<file path="src/rtl/sysctl_keyreg_pkg.sv">
package sysctl_keyreg_pkg;
  // Bit positions that neighbouring logic decodes.
  localparam int unsigned POS_LOCRST  = 0;
  localparam int unsigned POS_CLRACT  = 1;
  localparam int unsigned POS_SYSREQ  = 2;
  localparam int unsigned POS_GRP_LO  = 8;
  localparam int unsigned POS_ENDIAN  = 15;

  // Index of each self-clearing action inside the pulse bank.
  localparam int unsigned PULSE_LOCRST = 0;
  localparam int unsigned PULSE_CLRACT = 1;
  localparam int unsigned NUM_PULSES   = 2;

  typedef struct packed {
    logic [2:0] grp;
    logic       sysreq;
    logic       endian;
  } ctl_state_t;
endpackage

</file>
<file path="src/rtl/sysctl_key_gate.sv">
module sysctl_key_gate #(
  parameter int unsigned       KEY_W = 16,
  parameter logic [KEY_W-1:0] KEY    = 16'h05FA
) (
  input  logic             wr_en,
  input  logic [KEY_W-1:0] wr_key,
  output logic             wr_accept
);
  always_comb begin
    wr_accept = wr_en && (wr_key == KEY);
  end
endmodule

</file>
<file path="src/rtl/sysctl_pulse_bank.sv">
module sysctl_pulse_bank #(
  parameter int unsigned N = 2
) (
  input  logic         clk,
  input  logic         rst,
  input  logic [N-1:0] fire,
  output logic [N-1:0] pulse
);
  for (genvar i = 0; i < N; i++) begin : g_pulse
    always_ff @(posedge clk) begin
      if (rst) pulse[i] <= 1'b0;
      else     pulse[i] <= fire[i];
    end
  end
endmodule

</file>
<file path="src/rtl/sysctl_state_regs.sv">
module sysctl_state_regs
  import sysctl_keyreg_pkg::*;
#(
  parameter int unsigned GRP_W = 3
) (
  input  logic             clk,
  input  logic             rst,
  input  logic             big_endian_in,
  input  logic             wr_accept,
  input  logic [GRP_W-1:0] wr_grp,
  input  logic             wr_sysreq,
  input  logic             wr_locrst,
  output logic [GRP_W-1:0] grp_q,
  output logic             sysreq_q,
  output logic             endian_q
);
  always_ff @(posedge clk) begin
    if (rst) begin
      grp_q    <= '0;
      sysreq_q <= 1'b0;
      endian_q <= big_endian_in;
    end else begin
      if (wr_accept) begin
        grp_q <= wr_grp;
        // A local reset drops the outside request, even when both are written together.
        if (wr_locrst)      sysreq_q <= 1'b0;
        else if (wr_sysreq) sysreq_q <= 1'b1;
      end
    end
  end
endmodule

</file>
<file path="src/rtl/sysctl_readback.sv">
module sysctl_readback
  import sysctl_keyreg_pkg::*;
#(
  parameter int unsigned       DATA_W = 32,
  parameter int unsigned       KEY_W  = 16,
  parameter logic [KEY_W-1:0] SIG     = 16'hFA05,
  parameter int unsigned       GRP_W  = 3
) (
  input  logic [GRP_W-1:0]  grp_q,
  input  logic              sysreq_q,
  input  logic              endian_q,
  output logic [DATA_W-1:0] rd_data
);
  localparam int unsigned SIG_LO = DATA_W - KEY_W;

  always_comb begin
    rd_data                          = '0;
    rd_data[DATA_W-1:SIG_LO]         = SIG;
    rd_data[POS_ENDIAN]              = endian_q;
    rd_data[POS_GRP_LO +: GRP_W]     = grp_q;
    rd_data[POS_SYSREQ]              = sysreq_q;
  end
endmodule

</file>
<file path="src/rtl/sysctl_keyreg.sv">
module sysctl_keyreg
  import sysctl_keyreg_pkg::*;
#(
  parameter int unsigned       DATA_W = 32,
  parameter int unsigned       KEY_W  = 16,
  parameter logic [KEY_W-1:0] WR_KEY  = 16'h05FA,
  parameter logic [KEY_W-1:0] RD_SIG  = 16'hFA05,
  parameter int unsigned       GRP_W  = 3
) (
  input  logic              clk,
  input  logic              rst,
  input  logic              big_endian_in,
  input  logic              wr_en,
  input  logic [DATA_W-1:0] wr_data,
  output logic [DATA_W-1:0] rd_data,
  output logic              local_reset_pulse,
  output logic              clear_active_pulse,
  output logic              sysreset_req
);
  localparam int unsigned KEY_LO = DATA_W - KEY_W;

  logic                  wr_accept;
  logic [GRP_W-1:0]      grp_q;
  logic                  sysreq_q;
  logic                  endian_q;
  logic [NUM_PULSES-1:0] fire;
  logic [NUM_PULSES-1:0] pulse;

  sysctl_key_gate #(.KEY_W(KEY_W), .KEY(WR_KEY)) u_gate (
    .wr_en     (wr_en),
    .wr_key    (wr_data[DATA_W-1:KEY_LO]),
    .wr_accept (wr_accept)
  );

  sysctl_state_regs #(.GRP_W(GRP_W)) u_state (
    .clk           (clk),
    .rst           (rst),
    .big_endian_in (big_endian_in),
    .wr_accept     (wr_accept),
    .wr_grp        (wr_data[POS_GRP_LO +: GRP_W]),
    .wr_sysreq     (wr_data[POS_SYSREQ]),
    .wr_locrst     (wr_data[POS_LOCRST]),
    .grp_q         (grp_q),
    .sysreq_q      (sysreq_q),
    .endian_q      (endian_q)
  );

  always_comb begin
    fire               = '0;
    fire[PULSE_LOCRST] = wr_accept && wr_data[POS_LOCRST];
    fire[PULSE_CLRACT] = wr_accept && wr_data[POS_CLRACT];
  end

  sysctl_pulse_bank #(.N(NUM_PULSES)) u_pulses (
    .clk   (clk),
    .rst   (rst),
    .fire  (fire),
    .pulse (pulse)
  );

  sysctl_readback #(.DATA_W(DATA_W), .KEY_W(KEY_W), .SIG(RD_SIG), .GRP_W(GRP_W)) u_rd (
    .grp_q    (grp_q),
    .sysreq_q (sysreq_q),
    .endian_q (endian_q),
    .rd_data  (rd_data)
  );

  assign local_reset_pulse  = pulse[PULSE_LOCRST];
  assign clear_active_pulse = pulse[PULSE_CLRACT];
  assign sysreset_req       = sysreq_q;
endmodule

</file>
<file path="config.mk">
export PLATFORM = sky130hd
export DESIGN_NAME = sysctl_keyreg
export DESIGN_NICKNAME = d
export VERILOG_FILES = /design/src/rtl/sysctl_keyreg_pkg.sv /design/src/rtl/sysctl_key_gate.sv /design/src/rtl/sysctl_pulse_bank.sv /design/src/rtl/sysctl_state_regs.sv /design/src/rtl/sysctl_readback.sv /design/src/rtl/sysctl_keyreg.sv
export SDC_FILE = /design/constraint.sdc
export NUM_CORES = 1
export LEC_CHECK = 0
export ABC_CLOCK_PERIOD_IN_PS = 1990
export BUFFER_PORTS_ARGS = -buffer_cell sky130_fd_sc_hd__buf_2
export CAP_MARGIN = 20
export CORE_MARGIN = 2
export CORE_UTILIZATION = 33
export DETAILED_ROUTE_END_ITERATION = 8
export HOLD_SLACK_MARGIN = 0.08
export PLACE_DENSITY_LB_ADDON = 0.05
export SLEW_MARGIN = 40
export SYNTH_ARGS = -nofsm -noshare
export SYNTH_HDL_FRONTEND = slang
export SYNTH_SLANG_ARGS = --single-unit
</file>
<file path="constraint.sdc">
create_clock -name clk -period 1.99 [get_ports clk]
set_clock_uncertainty 0.2 [all_clocks]
set_input_delay 0.0995 -clock clk [delete_from_list [all_inputs] [get_ports clk]]
set_output_delay 0.0995 -clock clk [all_outputs]
set_load 0.05 [all_outputs]
</file>
==> results of run 1 <==
## cell type report
class | instances | area share
timing repair buffer | 44 | 0.3691
multi-input combinational | 50 | 0.3675
sequential | 7 | 0.2013
clock buffer | 4 | 0.03523
tap | 16 | 0.02685
## Yosys cell counts, drive strengths merged
master	n
nand4	1
nor3	1
and3b	1
nand3b	1
nor4b	1
buf	30
a31oi	1
nand3	4
a21oi	3
nor3b	2
edfxtp	1
o21ai	3
and4bb	2
dfxtp	6
and3	3
conb	2
## cell families (layout without fill, tap and decap cells)
| group | count (synthesis) | count (layout) |
|---|---|---|
| buf+inv | 30 | 48 |
| simple gates | 16 | 16 |
| compound gates | 7 | 7 |
| other cells | 2 | 27 |
| flops | 7 | 7 |
## worst reg2reg max path, stage by stage (launching register included)
cell and delay, ns:
dfxtp_1 0.32, o21ai_0 0.09, a21oi_1 0.12, dlygate4sd3_1 0.55
## sequential cells by signal (all words and copies together) (netlist names)
register and count:
u_state.grp_q 3, u_pulses.pulse 2, u_state.endian_q 1, u_state.sysreq_q 1
## per-layer routing
metal | vias up | track usage | routed length, microns
li1 | 242 | - | -
met1 | 218 | 0.1335 | 368
met2 | 46 | 0.1657 | 474
met3 | 0 | 0 | 151
met4 | 0 | 0.05294 | 0
met5 | - | 0 | 0
## report_power, final
group | switching [mW] | total, mW | internal [mW]
Sequential | 0.000277 | 0.145 | 0.145
Clock | 0.0528 | 0.129 | 0.0765
Combinational | 0.130 | 0.161 | 0.0311
Total | 0.183 | 0.436 | 0.253
## final timing paths
path                  endpoint  slack [ns]        startpoint  depth (start not counted)
max          u_pulses.pulse[1]        0.28       wr_data[27]                          6
min          u_pulses.pulse[0]        0.12       wr_data[20]                          4
max reg2reg   u_state.grp_q[2]        0.66  u_state.grp_q[2]                          3
min reg2reg   u_state.sysreq_q        0.34  u_state.sysreq_q                          2
==> qor.yml, run 1 <==
worst_setup_path:
  crit_arrival_ns: 1.70
  crit_family: "simple AND/OR/NAND/NOR gates"
  end_kind: "flip-flop"
  path_cells: "buf_2 > nor4b_2 > and3b_1 > nand4_4 > nor3b_1 > dlygate4sd3_1"
  slowest_stage: "dlygate4sd3_1"
  critPathLaunchType: "primary input"
  path_buf_inv: 2
  critPathMaxFanout: 6
  required_ns: 1.98
  cp_slowest_stage_delay_ns: 0.57
  criticalPathCategory: "in -> reg"
yosys:
  synthAdderAreaFrac: 0
  synth_compound_area_frac: 0.06488
  ys_seq_elements: 7
  synth_area_leaders: "buf_4, dfxtp_1, edfxtp_1"
  synth_cell_types: 17
  netlist_instances: 62
  postSynthAreaPerCell_sq_um: 9.021
  ys_seq_area_frac: 0.2685
  synth_top_area_cell: "buf_4"
  synth_top_area_share: 0.3893
  synth_top_family_by_area: "buffers and inverters"
  synthSimpleGateAreaFrac: 0.2438
  muxShareOfSynthArea: 0
  yosys_warnings: 0
  syn_area_sq_um: 559.3
  yosys.area_share.xor_xnor: 0
sta:
  period_minus_slack_ns: 1.713
  fmaxAchievable_mhz: 583.8
  setup_viol: 0
  drv_slew: 0
  fin_ws_ns: 0.2771
  hold_viol: 0
  period_share: 0.8607
  rsz0062_at_grt: "false"
  tns_ns: 0
  whs_ns: 0.1176
run:
  maxCapViolCount: 0
layout:
  final_common_cell: "buf_2"
  n_antenna_cell: 0
  n_fill_cell: 163
  fin_area_sq_um: 745.7
  final_cell_mix: "buf_2, conb_1, dlygate4sd3_1, dfxtp_1, nand3_1"
  post-route-util: 0.4838
  drive_gt1_frac: 0.3619
  nets: 142
  multi_input_area_sq_um: 274.0
  syn2layout_area_growth_pct: 33.33
  layout.cells.non_filler: 121
  regArea_sq_um: 150.1
die:
  coreArea_sq_mm: 0.001541
  num_rows: 14
  die_area_sq_mm: 0.002040
  die_h_microns: 45.17
  io_pins: 71
  die_x_microns: 45.17
  start_util: 0.3628
placed_design:
  dpl.cell_count: 106
  globalplace.congestion: 0.6102
  place_ws_ns: 0.5499
  placed_area_sq_um: 609.3
  port_buffers: 33
  dpl.hpwl_microns: 813.9
clock_tree:
  clock_latency_ns: 0.25
  path_clk_slew_ns: 0.05
  numCtsBuffers: 3
  cts_setup_buffers: 0
  cts-hold-fix-buffers: 11
  cts_root_buf: "clkbuf_4"
  cts_sinks: 7
  cts_resized: 0
  clockBufferDepth: 2
  htreeDepth: 1
  cts_tree: "done"
grt:
  grt-ovfl-total: 0
  grt_antenna_before_repair: 0
  first_global_vias: 415
  grt_usage: 0.1002
  grt_pass1_wl_microns: 1559
  grt_max_degree: 8
power_and_ir_drop:
  power.total_mw: 0.4359
  p_per_area_mw_per_mm2: 584.6
  peakVddDrop_mv: 0.1978
  leakagePower_nw: 0.4245
detailed_routing:
  wl_per_cell_microns: 8.215
  first_pass_iters: 4
  num_vias: 506
  route.detailed.drc: 0
  via_per_inst: 4.182
  ant_nets: 0
  drt_wl_total_microns: 994
  drt_iter0_markers: 4
status:
  status: "completed"
worst_hold_path:
  min_path_type: "in -> reg"
Power figures use the tool's default switching activity.
==> run 2, diff against run 1 <==
--- a/config.mk
+++ b/config.mk
@@ -16,4 +16,5 @@
 export SLEW_MARGIN = 40
 export SYNTH_ARGS = -nofsm -noshare
 export SYNTH_HDL_FRONTEND = slang
+export SYNTH_HIERARCHICAL = 1
 export SYNTH_SLANG_ARGS = --single-unit
==> run 2 against run 1 <==
Count of clock-buffer cells in the layout unchanged. Clock power about the same. Sequential share of layout area up 0.38 points. Sequential cell count unchanged. Non-clock buffer count up 1. Critical path type unchanged. Largest power group unchanged. Critical path depth up 2. Register-to-register slack worse by 0.04 ns. First-iteration DRC count up 100%. Global-route usage up 0.72 points. Via count down 14%. Wire length up 3.1%.
==> qor.yml, run 2 <==
clock_tree:
  numCtsBuffers: 3
  cts_sinks: 7
  cts_tree: "done"
  cts_resized: 0
  clock_latency_ns: 0.25
  clockBufferDepth: 2
  cts-hold-fix-buffers: 11
  path_clk_slew_ns: 0.05
  cts_root_buf: "clkbuf_4"
  cts_setup_buffers: 0
  htreeDepth: 1
layout:
  final_cell_mix: "buf_2, conb_1, dlygate4sd3_1, dfxtp_1"
  syn2layout_area_growth_pct: 30.58
  final_common_cell: "buf_2"
  largest_reg_flops: 3
  n_antenna_cell: 0
  drive_gt1_frac: 0.4158
  reg.largest.list: "u_state/grp_q (3), u_pulses/pulse (2)"
  nets: 138
  regMostFlops: "u_state/grp_q"
yosys:
  synth_top_area_share: 0.4286
  ys_seq_area_frac: 0.2679
  synth_compound_area_frac: 0.03795
  synthAdderAreaFrac: 0
  ys_seq_elements: 7
  synthSimpleGateAreaFrac: 0.1786
  synth_area_leaders: "buf_4, dfxtp_1, mux2i_1"
  synth_top_family_by_area: "buffers and inverters"
  synth_top_area_cell: "buf_4"
  synth-async-reset-ratio: 0
  synthTopCellsByCount: "buf_4, dfxtp_1, mux2i_1, nor2_1, nor2b_1"
  muxShareOfSynthArea: 0.05357
  postSynthAreaPerCell_sq_um: 9.342
  yosys_warnings: 6
  ys.flop_type: "dfxtp_1"
  yosys.area_share.xor_xnor: 0
  synth.most_common_cell: "buf_4"
  netlist_instances: 60
  synth_cell_types: 15
  syn_area_sq_um: 560.5
  synth_edf_count: 1
power_and_ir_drop:
  peakVddDrop_mv: 0.2174
  p_per_area_mw_per_mm2: 589.8
  leakagePower_nw: 0.4007
grt:
  grt_antenna_before_repair: 0
  grt-ovfl-total: 0
  grt_pass1_wl_microns: 1518
  grt_usage: 0.1075
  first_global_vias: 390
  grt_max_degree: 8
worst_setup_path:
  required_ns: 1.92
  critPathMaxFanout: 7
  critPathLaunchType: "primary input"
  end_kind: "flip-flop"
  criticalPathCategory: "in -> reg"
  cp_slowest_stage_delay_ns: 0.57
  path_cells: "buf_2 > nor4b_2 > nand4_1 > nor4b_2 > buf_4 > mux2i_1 > nor2_1 > dlygate4sd3_1"
  crit_arrival_ns: 1.81
  slowest_stage: "dlygate4sd3_1"
  timing.critical_path.mode_cell: "nor4b_2"
sta:
  drv_slew: 0
  fmaxAchievable_mhz: 531.0
  period_share: 0.9463
  tns_ns: 0
  setup_viol: 0
  hold_viol: 0
  rsz0062_at_grt: "false"
  period_minus_slack_ns: 1.883
  fin_ws_ns: 0.1068
die:
  io_pins: 71
  coreArea_sq_mm: 0.001541
  die_h_microns: 45.22
  die_x_microns: 45.22
  die_area_sq_mm: 0.002044
  num_rows: 14
  start_util: 0.3636
detailed_routing:
  first_pass_iters: 3
  num_vias: 436
  route.detailed.drc: 0
  drt_wl_total_microns: 1025
  via_per_inst: 3.726
  ant_nets: 0
  drt_iter0_markers: 8
  wl_per_cell_microns: 8.761
placed_design:
  port_buffers: 33
  place_ws_ns: 0.3935
  globalplace.congestion: 0.6209
  dpl.hpwl_microns: 788.7
status:
  status: "completed"
run:
  maxCapViolCount: 0
worst_hold_path:
  min_path_type: "in -> reg"
==> run 2: final timing paths <==
kind / startpoint / endpoint / slack (ns) / cells past startpoint
setup reg to reg: u_state/grp_q[1] / u_state/grp_q[1] / 0.62 / 3
setup / recovery: wr_data[29] / u_state/grp_q[1] / 0.11 / 8
hold reg to reg: u_state/grp_q[0] / u_state/grp_q[0] / 0.83 / 3
hold / removal: wr_data[30] / u_pulses/pulse[1] / 0.22 / 5
==> run 2: logic make-up after synthesis <==
kind of cell	Yosys count
flops	7
other cells	2
mux	3
buf+inv	33
compound gates	2
simple gates	13
==> run 2: final cells by class <==
type	instances	area, sq um
clock buffer	4	26.28
timing repair buffer	45	282.8
fill	161	809.5
sequential	7	150.1
tap	16	20.02
multi-input combinational	45	252.7
==> run 2: worst max-delay path, delay by kind of cell <==
kind	cells	cell delay [ns]
multiplexers	1	0.19
AND/OR/NAND/NOR	4	0.65
buffers and inverters	3	0.87
==> run 2: report_power, final <==
part	internal (mW)	switching, mW	total (mW)
logic	0.0300	0.129	0.159
registers	0.145	0.000278	0.146
clock network	0.0764	0.0511	0.127
total	0.252	0.180	0.432
==> run 2: layer usage <==
metal | vias up | GRT usage | routed length, microns
met5 | - | 0 | 0
met4 | 0 | 0.03529 | 0
met3 | 0 | 0.06000 | 98
met2 | 28 | 0.1886 | 551
met1 | 192 | 0.1063 | 374
li1 | 216 | - | -
==> run 2: per-stage QoR <==
| step | instances | utilization | area, sq um | power, mW | hold WS (ns) |
|---|---|---|---|---|---|
| 6_report | 117 | 0.4748 | 732.0 | 0.4317 | 0.2168 |
| 3_3_place_gp | 102 | 0.3864 | 595.6 | 0.2953 | 0.07932 |
| 3_5_place_dp | 102 | 0.3864 | 595.6 | 0.2958 | 0.07917 |
| 5_1_grt | 117 | 0.4748 | 732.0 | 0.4541 | 0.2354 |
| 2_1_floorplan | 85 | - | 654.4 | 0.3123 | -0.02889 |
| 4_1_cts | 117 | 0.4748 | 732.0 | 0.4377 | 0.2111 |
==> run 3, diff against run 2 <==
--- a/config.mk
+++ b/config.mk
@@ -5,11 +5,13 @@
 export SDC_FILE = /design/constraint.sdc
 export NUM_CORES = 1
 export LEC_CHECK = 0
+export ABC_AREA = 1
 export ABC_CLOCK_PERIOD_IN_PS = 1990
 export BUFFER_PORTS_ARGS = -buffer_cell sky130_fd_sc_hd__buf_2
 export CAP_MARGIN = 20
 export CORE_MARGIN = 2
-export CORE_UTILIZATION = 33
+export CORE_UTILIZATION = 35
+export CTS_CLUSTER_SIZE = 8
 export DETAILED_ROUTE_END_ITERATION = 8
 export HOLD_SLACK_MARGIN = 0.08
 export PLACE_DENSITY_LB_ADDON = 0.05
==> run 3 against run 2 <==
First-iteration DRC count shrank 75%. Non-clock buffer count decreased by 3. Critical path depth grew 4. Sequential cell count did not move. Critical endpoint is now u_pulses/pulse[1]. Count of clock-buffer cells in the layout is the same. Wire length is 14% lower. Worst hold slack lost 0.030 ns. Largest power group unchanged. Highest routed layer is now met4. Fmax grew 29%. Die area up 0.53%.
==> qor.yml, run 3 <==
status:
  status: "completed"
layout:
  final_cell_mix: "buf_2, conb_1, nand2_1, inv_1, nor2_1"
  n_fill_cell: 172
  reg.largest.list: "u_state/grp_q (3), u_pulses/pulse (2)"
  syn2layout_area_growth_pct: 23.64
  final_common_cell: "buf_2"
  drive_gt1_frac: 0.2969
  largest_reg_flops: 3
  regMostFlops: "u_state/grp_q"
  layout.cells.non_filler: 144
  nets: 165
  n_antenna_cell: 0
grt:
  gr-max-usage-layer: "met2"
  first_global_vias: 354
  grt_max_degree: 11
  grt_usage: 0.08203
  grt-ovfl-total: 0
  grt_util_met1: 0.08454
  grt_util_met2: 0.1429
  grt_util_met3: 0.01200
  grt_antenna_before_repair: 0
  grt_pass1_wl_microns: 1200
clock_tree:
  cts_sinks: 7
  cts_tree: "done"
  numCtsBuffers: 3
  clock_latency_ns: 0.24
  clockBufferDepth: 2
  cts_setup_buffers: 0
  cts_root_buf: "clkbuf_4"
  htreeDepth: 1
  path_clk_slew_ns: 0.05
yosys:
  ys_seq_elements: 7
  synth_area_leaders: "buf_4, dfxtp_1, nand2_1"
  synth_top_area_cell: "buf_4"
  postSynthAreaPerCell_sq_um: 6.645
  ys.flop_type: "dfxtp_1"
  ys_seq_area_frac: 0.2510
  syn_area_sq_um: 598.1
  synth.most_common_cell: "buf_4"
  synthTopCellsByCount: "buf_4, nand2_1, inv_1, nor2_1, dfxtp_1"
  yosys_warnings: 6
  synth_cell_types: 12
  synth-async-reset-ratio: 0
  synth_edf_count: 1
  synth_top_area_share: 0.4017
  netlist_instances: 90
worst_setup_path:
  critPathLaunchType: "primary input"
  end_kind: "flip-flop"
  crit_arrival_ns: 1.44
  criticalPathCategory: "in -> reg"
  critPathMaxFanout: 10
  critPathLaunch: "wr_data[25]"
  timing.rr.start: "u_state/sysreq_q"
  required_ns: 1.97
sta:
  fin_ws_ns: 0.5352
  fmaxAchievable_mhz: 687.4
  period_share: 0.7310
  period_minus_slack_ns: 1.455
  drv_slew: 0
  tns_ns: 0
  rsz0062_at_grt: "false"
  hold_viol: 0
  setup_viol: 0
  whs_ns: 0.1868
power_and_ir_drop:
  p_comb_frac: 0.379
  leakagePower_nw: 0.4725
  p_per_area_mw_per_mm2: 585.6
  intPower_mw: 0.2533
  power.switching_mw: 0.1798
  p_seq_frac: 0.336
  switching_share: 0.4152
  clockPowerShare: 0.285
  peakVddDrop_mv: 0.1976
placed_design:
  dpl.cell_count: 132
  place_ws_ns: 0.7896
  port_buffers: 33
  globalplace.congestion: 0.7169
  dpl.hpwl_microns: 744.1
detailed_routing:
  drt_iter0_markers: 2
  num_vias: 507
  first_pass_iters: 3
  wl_per_cell_microns: 6.153
  via_per_inst: 3.521
  route.detailed.drc: 0
  drt_wl_total_microns: 886
  ant_nets: 0
die:
  io_pins: 71
  start_util: 0.3836
  coreArea_sq_mm: 0.001559
  die_area_sq_mm: 0.002055
  die_x_microns: 45.34
  die_h_microns: 45.34
  num_rows: 14
worst_hold_path:
  min_path_type: "in -> reg"
  min_from: "wr_data[16]"
run:
  maxCapViolCount: 0
[run 3: critical path: stages]
cell and delay (ns):
buf_2 0.10, inv_1 0.04, nand2_1 0.04, nor2_1 0.09, nand3_1 0.07, nor2_1 0.08, buf_4 0.17, nand2_1 0.06
inv_1 0.05, inv_1 0.03, nor2_1 0.07, dlygate4sd3_1 0.54
[run 3: area by class of cell]
type | instances | area (sq um) | share of cell area
Multi-Input combinational cell | 61 | 237.7 | 0.3215
Inverter | 14 | 52.55 | 0.07107
Tap cell | 16 | 20.02 | 0.02707
Clock buffer | 4 | 26.28 | 0.03553
Sequential cell | 7 | 150.1 | 0.2030
Timing Repair Buffer | 42 | 252.7 | 0.3418
[run 3: logic make-up after synthesis]
kind of cell	Yosys count	share of synthesized area
compound gates	1	0.008360
flops	7	0.2511
buf+inv	47	0.5084
other cells	2	0.01256
simple gates	33	0.2197
[run 3: per-stage QoR]
step | util | total power, mW | instance area [sq um]
final | 0.4743 | 0.4331 | 739.5
after global routing | 0.4743 | 0.4585 | 739.5
after CTS | 0.4743 | 0.4409 | 739.5
after detailed placement | 0.4061 | 0.3012 | 633.1
after global placement | 0.4061 | 0.3012 | 633.1
after floorplan | - | 0.3190 | 691.9
[run 3: power by group through the flow]
stage | clock network [mW] | logic, mW | registers, mW
2_1_floorplan | 0 | 0.170 | 0.149
3_3_place_gp | 0 | 0.153 | 0.148
3_5_place_dp | 0 | 0.153 | 0.149
4_1_cts | 0.132 | 0.163 | 0.146
5_1_grt | 0.139 | 0.174 | 0.146
6_report | 0.123 | 0.164 | 0.146
[run 3: worst paths after layout]
check | end | slack (ns) | cells after the start
min reg2reg | u_state/grp_q[0] | 0.27 | 2
max | u_pulses/pulse[1] | 0.54 | 12
max reg2reg | u_state/sysreq_q | 1.22 | 2
min | u_state/grp_q[2] | 0.19 | 6
[run 3: layer usage]
metal / part of all wire / wire length [microns] / up-vias
li1: - / - / 273
met1: 0.38 / 341 / 197
met2: 0.47 / 418 / 35
met3: 0.12 / 108 / 2
met4: 0.019 / 17 / 0
met5: 0 / 0 / -
[run 3: what timing repair did]
action,4_1_cts,5_1_grt
gates resized for setup,0,0
endpoints found under the hold margin,8,0
hold buffers,8,0
